### src/rtl/mdma_pkg.sv
package mdma_pkg;
  typedef enum logic [2:0] {
    ST_IDLE,
    ST_SETUP,
    ST_GATE,
    ST_ACT,
    ST_REC,
    ST_HOLD,
    ST_TAIL
  } mdma_st_t;
endpackage

### src/rtl/mdma_timer.sv
module mdma_timer #(
  parameter int CW = 8
) (
  input  logic          clk,
  input  logic          rst,
  input  logic          load,
  input  logic [CW-1:0] load_val,
  output logic          last
);
  localparam logic [CW-1:0] ONE = CW'(1);
  logic [CW-1:0] cnt;

  // zero is stretched to one clock; count saturates at zero
  always_ff @(posedge clk) begin
    if (rst) begin
      cnt <= '0;
    end else if (load) begin
      cnt <= (load_val == '0) ? ONE : load_val;
    end else if (cnt != '0) begin
      cnt <= cnt - ONE;
    end
  end

  assign last = (cnt <= ONE);
endmodule

### src/rtl/mdma_dpath.sv
module mdma_dpath #(
  parameter int DW = 16
) (
  input  logic          clk,
  input  logic          rst,
  input  logic          start_word,
  input  logic          end_act,
  input  logic          dir_wr,
  input  logic [DW-1:0] tx_data,
  input  logic [DW-1:0] bus_din,
  output logic          tx_pop,
  output logic [DW-1:0] bus_dout,
  output logic          bus_oe,
  output logic          rx_push,
  output logic [DW-1:0] rx_data
);
  always_ff @(posedge clk) begin
    if (rst) begin
      tx_pop   <= 1'b0;
      bus_dout <= '0;
      bus_oe   <= 1'b0;
      rx_push  <= 1'b0;
      rx_data  <= '0;
    end else begin
      tx_pop  <= start_word && dir_wr;
      rx_push <= end_act && !dir_wr;
      if (start_word && dir_wr) begin
        bus_dout <= tx_data;
        bus_oe   <= 1'b1;
      end else if (end_act) begin
        bus_oe <= 1'b0;
      end
      if (end_act && !dir_wr) begin
        rx_data <= bus_din;
      end
    end
  end
endmodule

### src/rtl/mdma_seq.sv
module mdma_seq
  import mdma_pkg::*;
#(
  parameter int DW = 16,
  parameter int CW = 8
) (
  input  logic          clk,
  input  logic          rst,
  input  logic          cfg_write,
  input  logic [CW-1:0] cfg_setup,
  input  logic [CW-1:0] cfg_act,
  input  logic [CW-1:0] cfg_rec,
  input  logic [CW-1:0] cfg_cycle,
  input  logic [CW-1:0] cfg_hold_a,
  input  logic [CW-1:0] cfg_hold_b,
  input  logic          dev_req,
  output logic          host_ack,
  output logic          rd_strobe,
  output logic          wr_strobe,
  input  logic [DW-1:0] bus_din,
  output logic [DW-1:0] bus_dout,
  output logic          bus_oe,
  input  logic [DW-1:0] tx_data,
  input  logic          tx_empty,
  output logic          tx_pop,
  input  logic          rx_full,
  output logic [DW-1:0] rx_data,
  output logic          rx_push,
  output logic          dma_busy
);
  mdma_st_t      st;
  logic          dir_q;
  logic          m_last, t_last;
  logic          m_load;
  logic [CW-1:0] m_val;
  logic [CW-1:0] tail_val;
  logic          at_decide, fifo_ok, go, to_tail, stall, end_act;

  assign tail_val = (cfg_hold_a > cfg_hold_b) ? cfg_hold_a : cfg_hold_b;
  assign fifo_ok  = dir_q ? !tx_empty : !rx_full;

  always_comb begin
    at_decide = (st == ST_GATE)
             || (st == ST_SETUP && m_last)
             || (st == ST_REC && m_last && t_last)
             || (st == ST_HOLD && t_last);
    go      = at_decide && dev_req && fifo_ok;
    to_tail = at_decide && !dev_req;
    stall   = at_decide && dev_req && !fifo_ok;
    end_act = (st == ST_ACT) && m_last;
  end

  always_comb begin
    m_load = 1'b0;
    m_val  = '0;
    if (st == ST_IDLE && dev_req) begin
      m_load = 1'b1;
      m_val  = cfg_setup;
    end else if (go) begin
      m_load = 1'b1;
      m_val  = cfg_act;
    end else if (to_tail) begin
      m_load = 1'b1;
      m_val  = tail_val;
    end else if (end_act) begin
      m_load = 1'b1;
      m_val  = cfg_rec;
    end
  end

  mdma_timer #(.CW(CW)) u_phase (
    .clk(clk), .rst(rst), .load(m_load), .load_val(m_val), .last(m_last)
  );

  mdma_timer #(.CW(CW)) u_cycle (
    .clk(clk), .rst(rst), .load(go), .load_val(cfg_cycle), .last(t_last)
  );

  always_ff @(posedge clk) begin
    if (rst) begin
      st        <= ST_IDLE;
      dir_q     <= 1'b0;
      host_ack  <= 1'b0;
      rd_strobe <= 1'b0;
      wr_strobe <= 1'b0;
      dma_busy  <= 1'b0;
    end else begin
      case (st)
        ST_IDLE: if (dev_req) begin
          st       <= ST_SETUP;
          dma_busy <= 1'b1;
          dir_q    <= cfg_write;
        end
        ST_ACT: if (m_last) begin
          rd_strobe <= 1'b0;
          wr_strobe <= 1'b0;
          st        <= ST_REC;
        end
        ST_REC: if (m_last && !t_last) st <= ST_HOLD;
        ST_TAIL: if (m_last) begin
          st       <= ST_IDLE;
          host_ack <= 1'b0;
          dma_busy <= 1'b0;
        end
        default: ;
      endcase
      if (go) begin
        st        <= ST_ACT;
        host_ack  <= 1'b1;
        rd_strobe <= !dir_q;
        wr_strobe <= dir_q;
      end else if (to_tail) begin
        st <= ST_TAIL;
      end else if (stall) begin
        st       <= ST_GATE;
        host_ack <= 1'b1;
      end
    end
  end

  mdma_dpath #(.DW(DW)) u_dpath (
    .clk(clk), .rst(rst), .start_word(go), .end_act(end_act), .dir_wr(dir_q),
    .tx_data(tx_data), .bus_din(bus_din), .tx_pop(tx_pop), .bus_dout(bus_dout),
    .bus_oe(bus_oe), .rx_push(rx_push), .rx_data(rx_data)
  );
endmodule

### config.mk
export PLATFORM = sky130hd
export DESIGN_NAME = mdma_seq
export DESIGN_NICKNAME = d
export VERILOG_FILES = /design/src/rtl/mdma_pkg.sv /design/src/rtl/mdma_timer.sv /design/src/rtl/mdma_dpath.sv /design/src/rtl/mdma_seq.sv
export SDC_FILE = /design/constraint.sdc
export NUM_CORES = 1
export LEC_CHECK = 0
export ABC_CLOCK_PERIOD_IN_PS = 3500
export BUFFER_PORTS_ARGS = -buffer_cell sky130_fd_sc_hd__buf_2
export CAP_MARGIN = 30
export CORE_AREA = 4 4 85 87
export DETAILED_ROUTE_END_ITERATION = 8
export DIE_AREA = 0 0 89 91
export HOLD_SLACK_MARGIN = 0.02
export PLACE_DENSITY_LB_ADDON = 0.08
export SLEW_MARGIN = 20
export SYNTH_ARGS = -nofsm -noshare
export SYNTH_HDL_FRONTEND = slang
export SYNTH_SLANG_ARGS = --single-unit
export TNS_END_PERCENT = 50
### constraint.sdc
create_clock -name clk -period 3.5 [get_ports clk]
set_input_delay 0.175 -clock clk [delete_from_list [all_inputs] [get_ports clk]]
set_output_delay 0.175 -clock clk [all_outputs]
set_load 0.01 [all_outputs]
---- Word level (Yosys, flattened, before mapping) ----
Index checks and enable logic that the tools add are counted.
storage, ports and cells
  register bits after elaboration ......... 59
  output and inout port bits .............. 39
  word-level logic and storage cells ...... 113
cells by class
  $add $sub $neg .......................... 2
  magnitude comparators ................... 3
  eq/ne operators ......................... 16
  mux-type cells .......................... 37
  reductions and logical operators ........ 41
operators with widths
  operator                                                                  number
  8-bit two-way mux                                                         11
  3-bit two-way mux                                                         6
  1-bit two-way mux                                                         17
  8-bit by 1-bit <= comparator with 1-bit output (second input constant)    2
  8-bit logical NOT                                                         2
  8-bit nonzero test                                                        2
  8-bit by 1-bit subtractor with 8-bit output (second input constant)       2
  5-bit by 4-bit inequality test with 1-bit output (second input constant)  3
  1-bit logical AND                                                         13
  4-bit inequality test (second input constant)                             3
  3-bit case mux with 4 select lines                                        1
  2-bit nonzero test                                                        6
  5-bit AND reduction                                                       2
  3-bit == test (second input constant)                                     3
  8-bit greater-than comparator                                             1
  7-bit nonzero test                                                        1
  3-bit by 2-bit == test with 1-bit output (second input constant)          2
  1-bit logical NOT                                                         6
  6-bit nonzero test                                                        1
  5-bit by 3-bit inequality test with 1-bit output (second input constant)  1
  2-bit inequality test (second input constant)                             2
  4-bit by 3-bit inequality test with 1-bit output (second input constant)  1
  2-bit AND reduction                                                       2
  3-bit by 1-bit == test with 1-bit output (second input constant)          1
  other kinds (6)                                                           8

---- Longest topological paths before layout ----
Gate-level depths: netlist (run 1).
  depth in word-level cells ............... 12
  depth in mapped cells ................... 11

---- Cells and area by module ----
From an unflattened synthesis (run 1), not the netlist that was laid out.
second synthesis, totals
  cells, all modules ...................... 425
  area total of the unflattened synthesis .. 3732.3 um^2
modules (own cells, without submodules)
  module      instances  cells each  area each (um^2)  sequential area each (um^2)
  mdma_dpath  1          153         1585.3            700.7
  mdma_seq    1          162         1168.6            160.2
  mdma_timer  2          55          489.2             160.2

---- Worst setup path after synthesis (run 1) ----
OpenSTA, ideal clock, no wires.
  path kind ............................... input -> register
  start point ............................. in cfg_hold_b[1]
  end point ............................... reg u_phase.cnt[0]
  setup time .............................. 0.074 ns
  arrival time ............................ 2.595 ns
  setup slack ............................. 0.830 ns
  cell stages on the path ................. 11
  cell sequence ........................... inv_1 > ha_1 > nor2b_1 > o211ai_1 > a21oi_1 > o22ai_1 > mux2_2 > a221oi_1 > nand4_1 > or3_1 > a31oi_1
between the ends
  cells in the longest elaborated chain, start to end .. 8
ends and longest elaborated chain
  element                        line              text
  start: declaration             mdma_seq.sv:15    input logic [CW-1:0] cfg_hold_b,
  8-bit greater-than comparator  mdma_seq.sv:39    assign tail_val = (cfg_hold_a > cfg_hold_b) ? cfg_hold_a : cfg_hold_b;
  8-bit two-way mux (*)          mdma_seq.sv:39
  8-bit two-way mux (*)          mdma_seq.sv:62    end else if (to_tail) begin
  8-bit two-way mux (*)          mdma_seq.sv:59    end else if (go) begin
  8-bit two-way mux (*)          mdma_seq.sv:56    if (st == ST_IDLE && dev_req) begin
  8-bit logical NOT              mdma_timer.sv:18  cnt <= (load_val == '0) ? ONE : load_val;
  8-bit two-way mux (*)          mdma_timer.sv:18
  8-bit two-way mux (*)          mdma_timer.sv:17  end else if (load) begin
  end signal: assignment         mdma_timer.sv:18
  end signal: assignment         mdma_timer.sv:20  cnt <= cnt - ONE;
  end: declaration               mdma_timer.sv:11  logic [CW-1:0] cnt;
Mark *: on every way between the ends. The rest lies on a longest branch, timed or not.
A chain may end at the register's enable or synchronous reset.

---- Worst setup path after layout (run 1) ----
  start point ............................. reg u_phase.cnt[0]
  end point ............................... reg u_phase.cnt[7]
between the ends
  cells in the longest elaborated chain, start to end .. 12
ends and longest elaborated chain
  element                                                 line                            text
  8-bit by 1-bit <= comparator with 1-bit output          mdma_timer.sv:24                assign last = (cnt <= ONE);
  1-bit logical AND, on equally long branches             mdma_seq.sv:44, mdma_seq.sv:45
  1-bit logical OR or 1-bit logical AND (tied branches)   mdma_seq.sv:44, mdma_seq.sv:45
  1-bit logical OR                                        mdma_seq.sv:45                  || (st == ST_REC && m_last && t_last)
  1-bit logical OR                                        mdma_seq.sv:46                  || (st == ST_HOLD && t_last);
  1-bit logical AND, on equally long branches             mdma_seq.sv:48, mdma_seq.sv:47
  8-bit two-way mux or 1-bit logical AND (tied branches)  mdma_seq.sv:62, mdma_seq.sv:47
  8-bit two-way mux                                       mdma_seq.sv:59
  8-bit two-way mux                                       mdma_seq.sv:56
  8-bit logical NOT                                       mdma_timer.sv:18
  8-bit two-way mux                                       mdma_timer.sv:18
  8-bit two-way mux                                       mdma_timer.sv:17
Parallel ways exist; a longest one is shown, timed or not. The select of a mux whose other input is x is not followed.

==> impl_metrics.ini, run 1 <==
[clock_tree]
clk_pin_slew_ns = 0.07
cts_tree = built
post_cts_buffers = 0
cts-resized-gates = 0
clock_latency_ns = 0.33
htree_num_levels = 3
cts.hold.buffers_added = 0
cts_root_buf = clkbuf_8
cts_buffers = 9
clk_path_buf_depth = 2
clkSinkCount = 59

[setup_path]
setup.worst_path.end_class = register
r2r_cells = 11
r2r_end = u_phase.cnt[7]$_SDFFE_PP0P_
path_class = reg -> reg
cp-endpoint = u_phase.cnt[7]$_SDFFE_PP0P_
startpoint_type = register
required_ns = 3.75
critPathMaxFanout = 12
r2r_start = u_phase.cnt[0]$_SDFFE_PP0P_
cp.arrival_ns = 3.31
rrSetupSlack_ns = 0.44
crit_start = u_phase.cnt[0]$_SDFFE_PP0P_

[logic_synthesis]
yosysUniqueCellTypes = 50
synthArstFlopShare_pct = 0
ys_warn_count = 0
synth_seq_cells = 59
syn-num-nets = 481
synth_ff_type = dfxtp_1
netlist_area_sq_um = 3070
syn_avg_cell_area_sq_um = 8.03
yosysSeqAreaShare_pct = 38.5
syn-instance-count = 382
synth-edff-count = 0

[pwr]
pwr-share-clk_pct = 21.5
combPwrFrac_pct = 42.8
power.leakage_nw = 1.76
cell_internal_pwr_mw = 1.54
irDropWorstVdd_uv = 480
p_per_area_nw_per_um2 = 640
p_switching_uw = 983
switching_share_pct = 38.9
power.share.sequential_pct = 35.7

[floorplan]
die-height_um = 91
die_area_sq_um = 8100
num_rows = 29
initial_utilization_pct = 48.3
ios = 125
fp.coreArea_sq_um = 6350
fp.dieW_um = 89

[finish]
design_area_sq_um = 3950
fin_util_pct = 62.1
final_common_cell = buf_2
nNetsFinal = 603
area_growth_pct = 28.6
mostFrequentLayoutCells = buf_2 (124), nand2_1 (91), dfxtp_1 (59)
layout-drive-gt1-share_pct = 31.6
diodes = 0
stdcell_count = 586

[placement]
io_buffers = 124
gp_congestion = 0.873
dp_cells = 569
placed_cell_area_sq_um = 3760
dp.final_hpwl_um = 6240

[drt]
viasPerCell = 5.23
dr_total_vias = 3067
drt_iter0_drc = 173
ant_nets = 0
drc = 0
finalWirelength_um = 8180
wl_per_cell_um = 14.0
dr.pass1.iters = 8

[hold_path]
hold_start = bus_din[6]
hold_path.class = in -> reg

[timing]
setup_viol = 0
finalHoldViolCount = 0
maxSlewViolCount = 0
min_period_ns = 3.06
slew_headroom_pct = 49.3
finalSetupTns_ns = 0
worst_pin_slew_ns = 0.756
finalClockSkew_ns = 0.00633
rsz0062_at_grt = false
max_freq_ghz = 0.327
period_share_pct = 87.3

[global_routing]
grt_antenna_before_repair = 0
grtUsageTotal_pct = 20.5
grt_overflow_total = 0
grt_max_degree = 40
grt_pass1_vias = 2888
grt_pass1_wl_um = 13300

[flow_run]
drv_cap = 0

[run_status]
status = finished clean
==> final cells by class <==
type	count	area, sq um
Multi-Input combinational cell	289	1750
Clock buffer	12	155
Clock inverter	4	25.0
Timing Repair Buffer	130	678
Fill cell	591	2400
Sequential cell	59	1180
Tap cell	77	96.3
Inverter	15	56.3
==> routing by layer <==
layer  vias to the layer above  global-route usage, %  wire, um
li1                       1583                      -         -
met1                      1398                   25.2      3470
met2                        79                   35.1      4130
met3                         7                   5.97       490
met4                         0                   4.47        91
met5                         -                      0         0
==> registers in the layout, indices dropped and copies added, names as in the netlist, 3 cells and up <==
name	cells
u_dpath.bus_dout	16
u_dpath.rx_data	16
u_cycle.cnt	8
u_phase.cnt	8
st	3
==> critical path, stage by stage (launching register included) <==
cell      delay, ns
dfxtp_1        0.37
inv_1          0.10
ha_1           0.28
o211ai_4       0.37
o31ai_1        0.16
nor2_2         0.25
nor2_1         0.11
buf_4          0.19
nor4_1         0.60
and2_1         0.31
nand2_1        0.07
a31oi_1        0.17
==> how the worst min path moves through the flow <==
stage                                                    to  slack (ns)  cells after the start
final                       u_dpath.rx_data[6]$_SDFFE_PP0P_        0.08                      3
after global routing      u_dpath.bus_dout[11]$_SDFFE_PP0P_        0.06                      3
after CTS                   u_dpath.rx_data[9]$_SDFFE_PP0P_        0.07                      3
after detailed placement                 dir_q$_SDFFE_PP0P_        0.42                      3
after global placement                   dir_q$_SDFFE_PP0P_        0.41                      3
after floorplan            u_dpath.bus_dout[0]$_SDFFE_PP0P_        0.31                      2
==> kinds of logic after synthesis <==
group | count (synthesis) | share of synthesized area, %
xor gates and xnor gates | 12 | 3.43
AOI/OAI and AO/OA | 98 | 21.0
DFF | 59 | 38.5
and+or+nand+nor | 156 | 23.9
buffers and inverters | 34 | 4.36
muxes | 10 | 3.51
adders and majority gates | 13 | 5.30
==> metrics by stage <==
step | hold slack [ns] | total power [mW] | setup slack (ns)
3_3_place_gp | 0.412 | 1.97 | 0.561
4_1_cts | 0.0655 | 2.54 | 0.477
5_1_grt | 0.0647 | 2.72 | 0.201
2_1_floorplan | 0.311 | 1.74 | 0.830
6_report | 0.0756 | 2.53 | 0.443
3_5_place_dp | 0.419 | 1.98 | 0.501
==> synthesized netlist by cell type, types with 4 or more instances <==
library cell,instances,share of area [%]
a211oi_1,6,1.5
a21oi_1,53,8.6
a221oi_1,6,1.7
a22o_1,5,1.4
buf_2,5,0.82
clkbuf_1,14,1.7
dfxtp_1,59,38
ha_1,13,5.3
inv_1,15,1.8
mux2_2,6,2.2
mux2i_1,4,1.3
nand2_1,91,11
nand3_1,6,0.98
nand4_1,4,0.82
nor2_1,18,2.2
nor3_1,11,1.8
o211ai_1,4,0.98
o21ai_0,7,1.1
xnor2_1,5,1.4
xor2_1,7,2.0
==> power groups by stage <==
stage / Combinational [mW] / Clock, mW / Sequential [mW]
2_1_floorplan: 0.861 / 0 / 0.874
3_3_place_gp: 1.06 / 0 / 0.911
3_5_place_dp: 1.06 / 0 / 0.915
4_1_cts: 1.07 / 0.564 / 0.902
5_1_grt: 1.20 / 0.601 / 0.920
6_report: 1.08 / 0.542 / 0.903
Note: power is estimated with default switching activity, not from simulation.
==> run 2, diff against run 1 <==
Settings changed: CORE_AREA 4 4 85 87 to 4 4 84 86, CTS_BUF_LIST set to sky130_fd_sc_hd__clkbuf_4, DIE_AREA 0 0 89 91 to 0 0 88 90.
==> run 2 against run 1 <==
Net effect: clock-buffer cell count down 3; combinational power is essentially flat; first-iteration DRC count decreased by 21%; total power is 1.4% lower; via count grew 5.5%; critical endpoint unchanged; highest routed layer unchanged.
==> impl_metrics.ini, run 2 (same netlist as run 1, synthesis figures left out) <==
[drt]
wl_per_cell_um = 14.5
finalWirelength_um = 8980
ant_nets = 0
drt_iter0_drc = 137
drc = 0
viasPerCell = 5.22
dr.pass1.iters = 4
dr_total_vias = 3237

[pwr]
p_switching_mw = 1.00
irDropWorstVdd_uv = 421
switching_share_pct = 40.2
cell_internal_pwr_mw = 1.49
power.share.sequential_pct = 36.2
combPwrFrac_pct = 44.4
p_per_area_nw_per_um2 = 587
power.leakage_nw = 1.88
pwr-share-clk_pct = 19.4

[timing]
worst_pin_slew_ns = 0.707
finalHoldViolCount = 0
slew_headroom_pct = 52.6
max_freq_ghz = 0.341
period_share_pct = 83.8
finalSetupTns_ns = 0
finalClockSkew_ns = 0.0156
rsz0062_at_grt = false
setup_viol = 0
maxSlewViolCount = 0
setup_slack_ns = 0.567
min_period_ns = 2.93

[clock_tree]
clock_latency_ns = 0.40
clkSinkCount = 59
cts_root_buf = clkbuf_4
htree_num_levels = 3
cts_tree = built
clk_pin_slew_ns = 0.11
cts_buffers = 9
clk_path_buf_depth = 2
post_cts_buffers = 0

[setup_path]
path_class = reg -> reg
crit_chain = inv_1 -> ha_1 -> o211ai_4 -> o31ai_1 -> nor2_2 -> nor2_1 -> nor4_1 -> and2_1 -> nand2_1 -> a31oi_1
required_ns = 3.83
slowest_delay_ns = 0.61
startpoint_type = register
critPathMaxFanout = 10
cp_slowest_cell = nor4_1
setup.worst_path.end_class = register
critPathTopFamily = simple AND/OR/NAND/NOR gates
cp.arrival_ns = 3.26
critPathBufInv = 1

[floorplan]
fp.dieW_um = 88
fp.coreArea_sq_um = 6280
initial_utilization_pct = 48.9
ios = 125
die_area_sq_um = 7920
die-height_um = 90
num_rows = 29

[finish]
area_growth_pct = 38.2
mostFrequentLayoutCells = buf_2 (124), nand2_1 (91), dfxtp_1 (59)
nNetsFinal = 637
diodes = 0
final_common_cell = buf_2
fin_util_pct = 67.6
layout-drive-gt1-share_pct = 29.7
largestRegisters = u_dpath.bus_dout (16), u_dpath.rx_data (16)

[placement]
gp_congestion = 0.842
io_buffers = 124
dp_slack_ns = 0.501
dp.final_hpwl_um = 6330

[global_routing]
grtUsageTotal_pct = 22.5
grt_max_degree = 36
grt_antenna_before_repair = 0
grt_pass1_vias = 3102
grt_overflow_total = 0
grt_pass1_wl_um = 14300

[hold_path]
hold_path.class = in -> reg

[run_status]
status = finished clean

[flow_run]
drv_cap = 0
## run 2: worst paths after layout
path	endpoint	from	slack (ns)	depth (start not counted)
worst max-delay path	u_phase.cnt[7]$_SDFFE_PP0P_	u_phase.cnt[0]$_SDFFE_PP0P_	0.57	10
worst min-delay path	u_phase.cnt[5]$_SDFFE_PP0P_	cfg_setup[5]	0.05	3
worst max register to register	u_phase.cnt[7]$_SDFFE_PP0P_	u_phase.cnt[0]$_SDFFE_PP0P_	0.57	10
worst min register to register	u_dpath.bus_dout[12]$_SDFFE_PP0P_	u_dpath.bus_dout[12]$_SDFFE_PP0P_	0.46	2
## run 2: timing repair
action | 4_1_cts | 5_1_grt
resized for setup | 0 | 0
hold endpoints to repair | 34 | 0
hold buffers | 34 | 0
## run 2: per-stage QoR
stage / instance area, sq um / hold WS, ns / std cells / power [mW]
after detailed placement: 3760 / 0.421 / 569 / 1.98
final: 4240 / 0.0527 / 620 / 2.49
after global routing: 4240 / 0.0293 / 620 / 2.67
after global placement: 3740 / 0.411 / 568 / 1.97
after floorplan: 3070 / 0.311 / 382 / 1.74
after CTS: 4230 / 0.0285 / 619 / 2.49
## run 2: final cells by class
type	instances	area, sq um
fillers	562	2040
multi-input cells	289	1750
flip-flops and latches	59	1180
repair buffers	164	1020
well taps	77	96.3
clock buffers	9	67.6
clock inverters	7	67.6
inverters	15	56.3
## run 2: power groups by stage
stage | Clock [mW] | Combinational (mW) | Sequential [mW]
floorplan | 0 | 0.861 | 0.874
global placement | 0 | 1.06 | 0.908
detailed placement | 0 | 1.07 | 0.914
CTS | 0.496 | 1.10 | 0.898
global route | 0.526 | 1.23 | 0.916
finish | 0.484 | 1.11 | 0.901
## run 2: per-layer routing
metal	global-route usage (%)	vias to the layer above	wire length, um
met5	0	-	0
met4	9.59	0	207
met3	4.84	18	418
met2	37.1	101	4480
met1	28.0	1458	3870
li1	-	1660	-
## run 2: worst reg2reg max path: cells and delay by family, from the launching register on
family / cells / cell delay, ns
DFF: 1 / 0.37
adders and majority gates: 1 / 0.28
and+or+nand+nor: 5 / 1.45
buffers and inverters: 1 / 0.09
AOI/OAI and AO/OA: 3 / 0.69
==> run 3, diff against run 2 <==
Settings changed: ABC_AREA set to 1, ABC_CLOCK_PERIOD_IN_PS 3500 to 2700, CORE_AREA 4 4 84 86 to 4 4 86 88, DIE_AREA 0 0 88 90 to 0 0 90 92.
Clock period 3.5 ns to 2.7 ns, I/O delays scaled along.
==> run 3 against run 2 <==
Net effect: synthesized cell count rose by 27%; first-iteration DRC count rose by 31%; wire length increased by 13%; sequential power grew 23%; clock skew rose by 0.0022 ns; critical path depth is 8 higher; total power increased by 34%; combinational power up 43%; global-route usage is 2.2 points higher; die area increased by 4.5%; flip-flop and latch count unchanged; critical path type unchanged; largest cell class unchanged.
==> impl_metrics.ini, run 3 <==
[timing]
finalSetupTns_ns = 0
period_share_pct = 88.0
max_freq_ghz = 0.421
hold-worst-slack_ns = 0.0399
finalHoldViolCount = 0
finalClockSkew_ns = 0.0178
setup_viol = 0
slew_headroom_pct = 58.9
min_period_ns = 2.38
maxSlewViolCount = 0
rsz0062_at_grt = false
worst_pin_slew_ns = 0.617

[setup_path]
crit_top_cell = nand2_1
cp.arrival_ns = 2.69
crit_chain = inv_1 -> ha_1 -> inv_1 -> nand2_1 -> nand4_2 -> nand2_1 -> nand2_1 -> nand2_4 -> nand2_4 -> nor2_8 -> inv_6 -> nand4_4 -> nor2_4 -> clkinv_2 -> nand2_2 -> inv_2 -> o21ai_1 -> a21oi_1
startpoint_type = register
path_class = reg -> reg
slowest_delay_ns = 0.38
critPathTopFamily = simple AND/OR/NAND/NOR gates
rrSetupSlack_ns = 0.32
cp.depth = 18
critPathBufInv = 5
required_ns = 3.01
setup.worst_path.end_class = register
critPathMaxFanout = 19
cp_slowest_cell = dfxtp_1
r2r_cells = 18

[logic_synthesis]
ys_warn_count = 0
synth_top_area_share_pct = 35.9
netlist_area_sq_um = 3290
syn-num-nets = 583
yosysSeqAreaShare_pct = 35.9
yosys.area.top_type = dfxtp_1
synth-edff-count = 0
yosysMostFrequentCell = nand2_1
syn_avg_cell_area_sq_um = 6.80
synthArstFlopShare_pct = 0
synth_common_cells = nand2_1 (134), dfxtp_1 (59), inv_1 (50)
synth_ff_type = dfxtp_1
synth.area.top_cells = dfxtp_1 (36%), nand2_1 (15%), nand3_1 (7.4%), a21oi_1 (6.1%), inv_1 (5.7%)
synth_seq_cells = 59
yosysUniqueCellTypes = 38
syn-instance-count = 484

[finish]
mostFrequentLayoutCells = nand2_1 (134), buf_2 (124), dfxtp_1 (59)
nFillCells = 574
diodes = 0
layout-drive-gt1-share_pct = 25.2
area_growth_pct = 35.9
largestRegisters = u_dpath.bus_dout (16), u_dpath.rx_data (16)
final_common_cell = nand2_1
nNetsFinal = 745
stdcell_count = 731

[pwr]
irDropWorstVdd_uv = 441
power.leakage_nw = 2.37
p_per_area_nw_per_um2 = 744

[clock_tree]
cts_root_buf = clkbuf_4
clk_pin_slew_ns = 0.11
clock_latency_ns = 0.41
clkSinkCount = 59
htree_num_levels = 3
cts-resized-gates = 0
post_cts_buffers = 0
cts_tree = built
cts_buffers = 9
clk_path_buf_depth = 2
cts.hold.buffers_added = 38

[flow_run]
drv_cap = 0

[drt]
topRoutingLayerUsed = met4
drc = 0
dr_total_vias = 3762
viasPerCell = 5.15
ant_nets = 0
drt_iter0_drc = 179
m1WireLength_um = 4070
dr.pass1.iters = 4
finalWirelength_um = 10100
wl_met3_um = 700
wl_met2_um = 5050
wl_per_cell_um = 13.9

[floorplan]
die-height_um = 92
ios = 125
fp.coreArea_sq_um = 6640
die_area_sq_um = 8280
fp.dieW_um = 90
num_rows = 30
initial_utilization_pct = 49.6

[global_routing]
grtUsageTotal_pct = 24.7
grt_max_degree = 30
grt_pass1_wl_um = 16600
grt_overflow_total = 0
grt_antenna_before_repair = 0
grt_pass1_vias = 3687

[run_status]
status = finished clean

[placement]
gp_congestion = 0.936
dp.final_hpwl_um = 7130
dp_cells = 677
io_buffers = 124

[hold_path]
hold_path.class = in -> reg
whs_path_depth = 3
## run 3: area by class of cell
class	instances	area [sq um]	area share (%)
repair buffers	165	1020	22.9
well taps	80	100	2.24
multi-input cells	352	1810	40.3
clock buffers	9	67.6	1.51
flip-flops and latches	59	1180	26.4
inverters	59	230	5.14
clock inverters	7	67.6	1.51
## run 3: worst min-delay path: cells and delay by family
kind | cells | cell delay (ns)
buffers and inverters | 1 | 0.07
AOI/OAI and AO/OA | 2 | 0.20
## run 3: path summary, 6_finish.rpt
path / from / end
setup reg to reg: u_phase.cnt[0]$_SDFFE_PP0P_ / u_phase.cnt[3]$_SDFFE_PP0P_
hold / removal: cfg_write / dir_q$_SDFFE_PP0P_
hold reg to reg: dma_busy$_SDFFE_PP0P_ / dma_busy$_SDFFE_PP0P_
setup / recovery: u_phase.cnt[0]$_SDFFE_PP0P_ / u_phase.cnt[3]$_SDFFE_PP0P_
## run 3: layer usage
layer  GRT usage, %  up-vias
li1               -     1900
met5              0        -
met4           10.1        0
met1           28.0     1691
met3           8.29       32
met2           42.7      139
## run 3: stage by stage
| stage | cell area, sq um | total power, mW | setup WS, ns | util, % |
|---|---|---|---|---|
| 2_1_floorplan | 3290 | 2.29 | 0.638 | - |
| 3_3_place_gp | 3960 | 2.64 | 0.437 | 59.6 |
| 3_5_place_dp | 3960 | 2.66 | 0.317 | 59.6 |
| 4_1_cts | 4480 | 3.33 | 0.299 | 67.4 |
| 5_1_grt | 4480 | 3.63 | 0.0380 | 67.4 |
| 6_report | 4480 | 3.33 | 0.325 | 67.4 |
## run 3: logic make-up after synthesis
kind of cell / share of synthesized area (%)
and+or+nand+nor: 36.6
xor gates and xnor gates: 1.60
buffers and inverters: 9.31
DFF: 35.9
AOI/OAI and AO/OA: 11.7
adders and majority gates: 4.94
## run 3: report_power, final
group / switching (mW) / leakage [nW] / internal, mW / total [mW]
registers: 0.0936 / 0.480 / 1.02 / 1.11
logic: 1.01 / 1.82 / 0.584 / 1.59
clock network: 0.353 / 0.0698 / 0.279 / 0.631
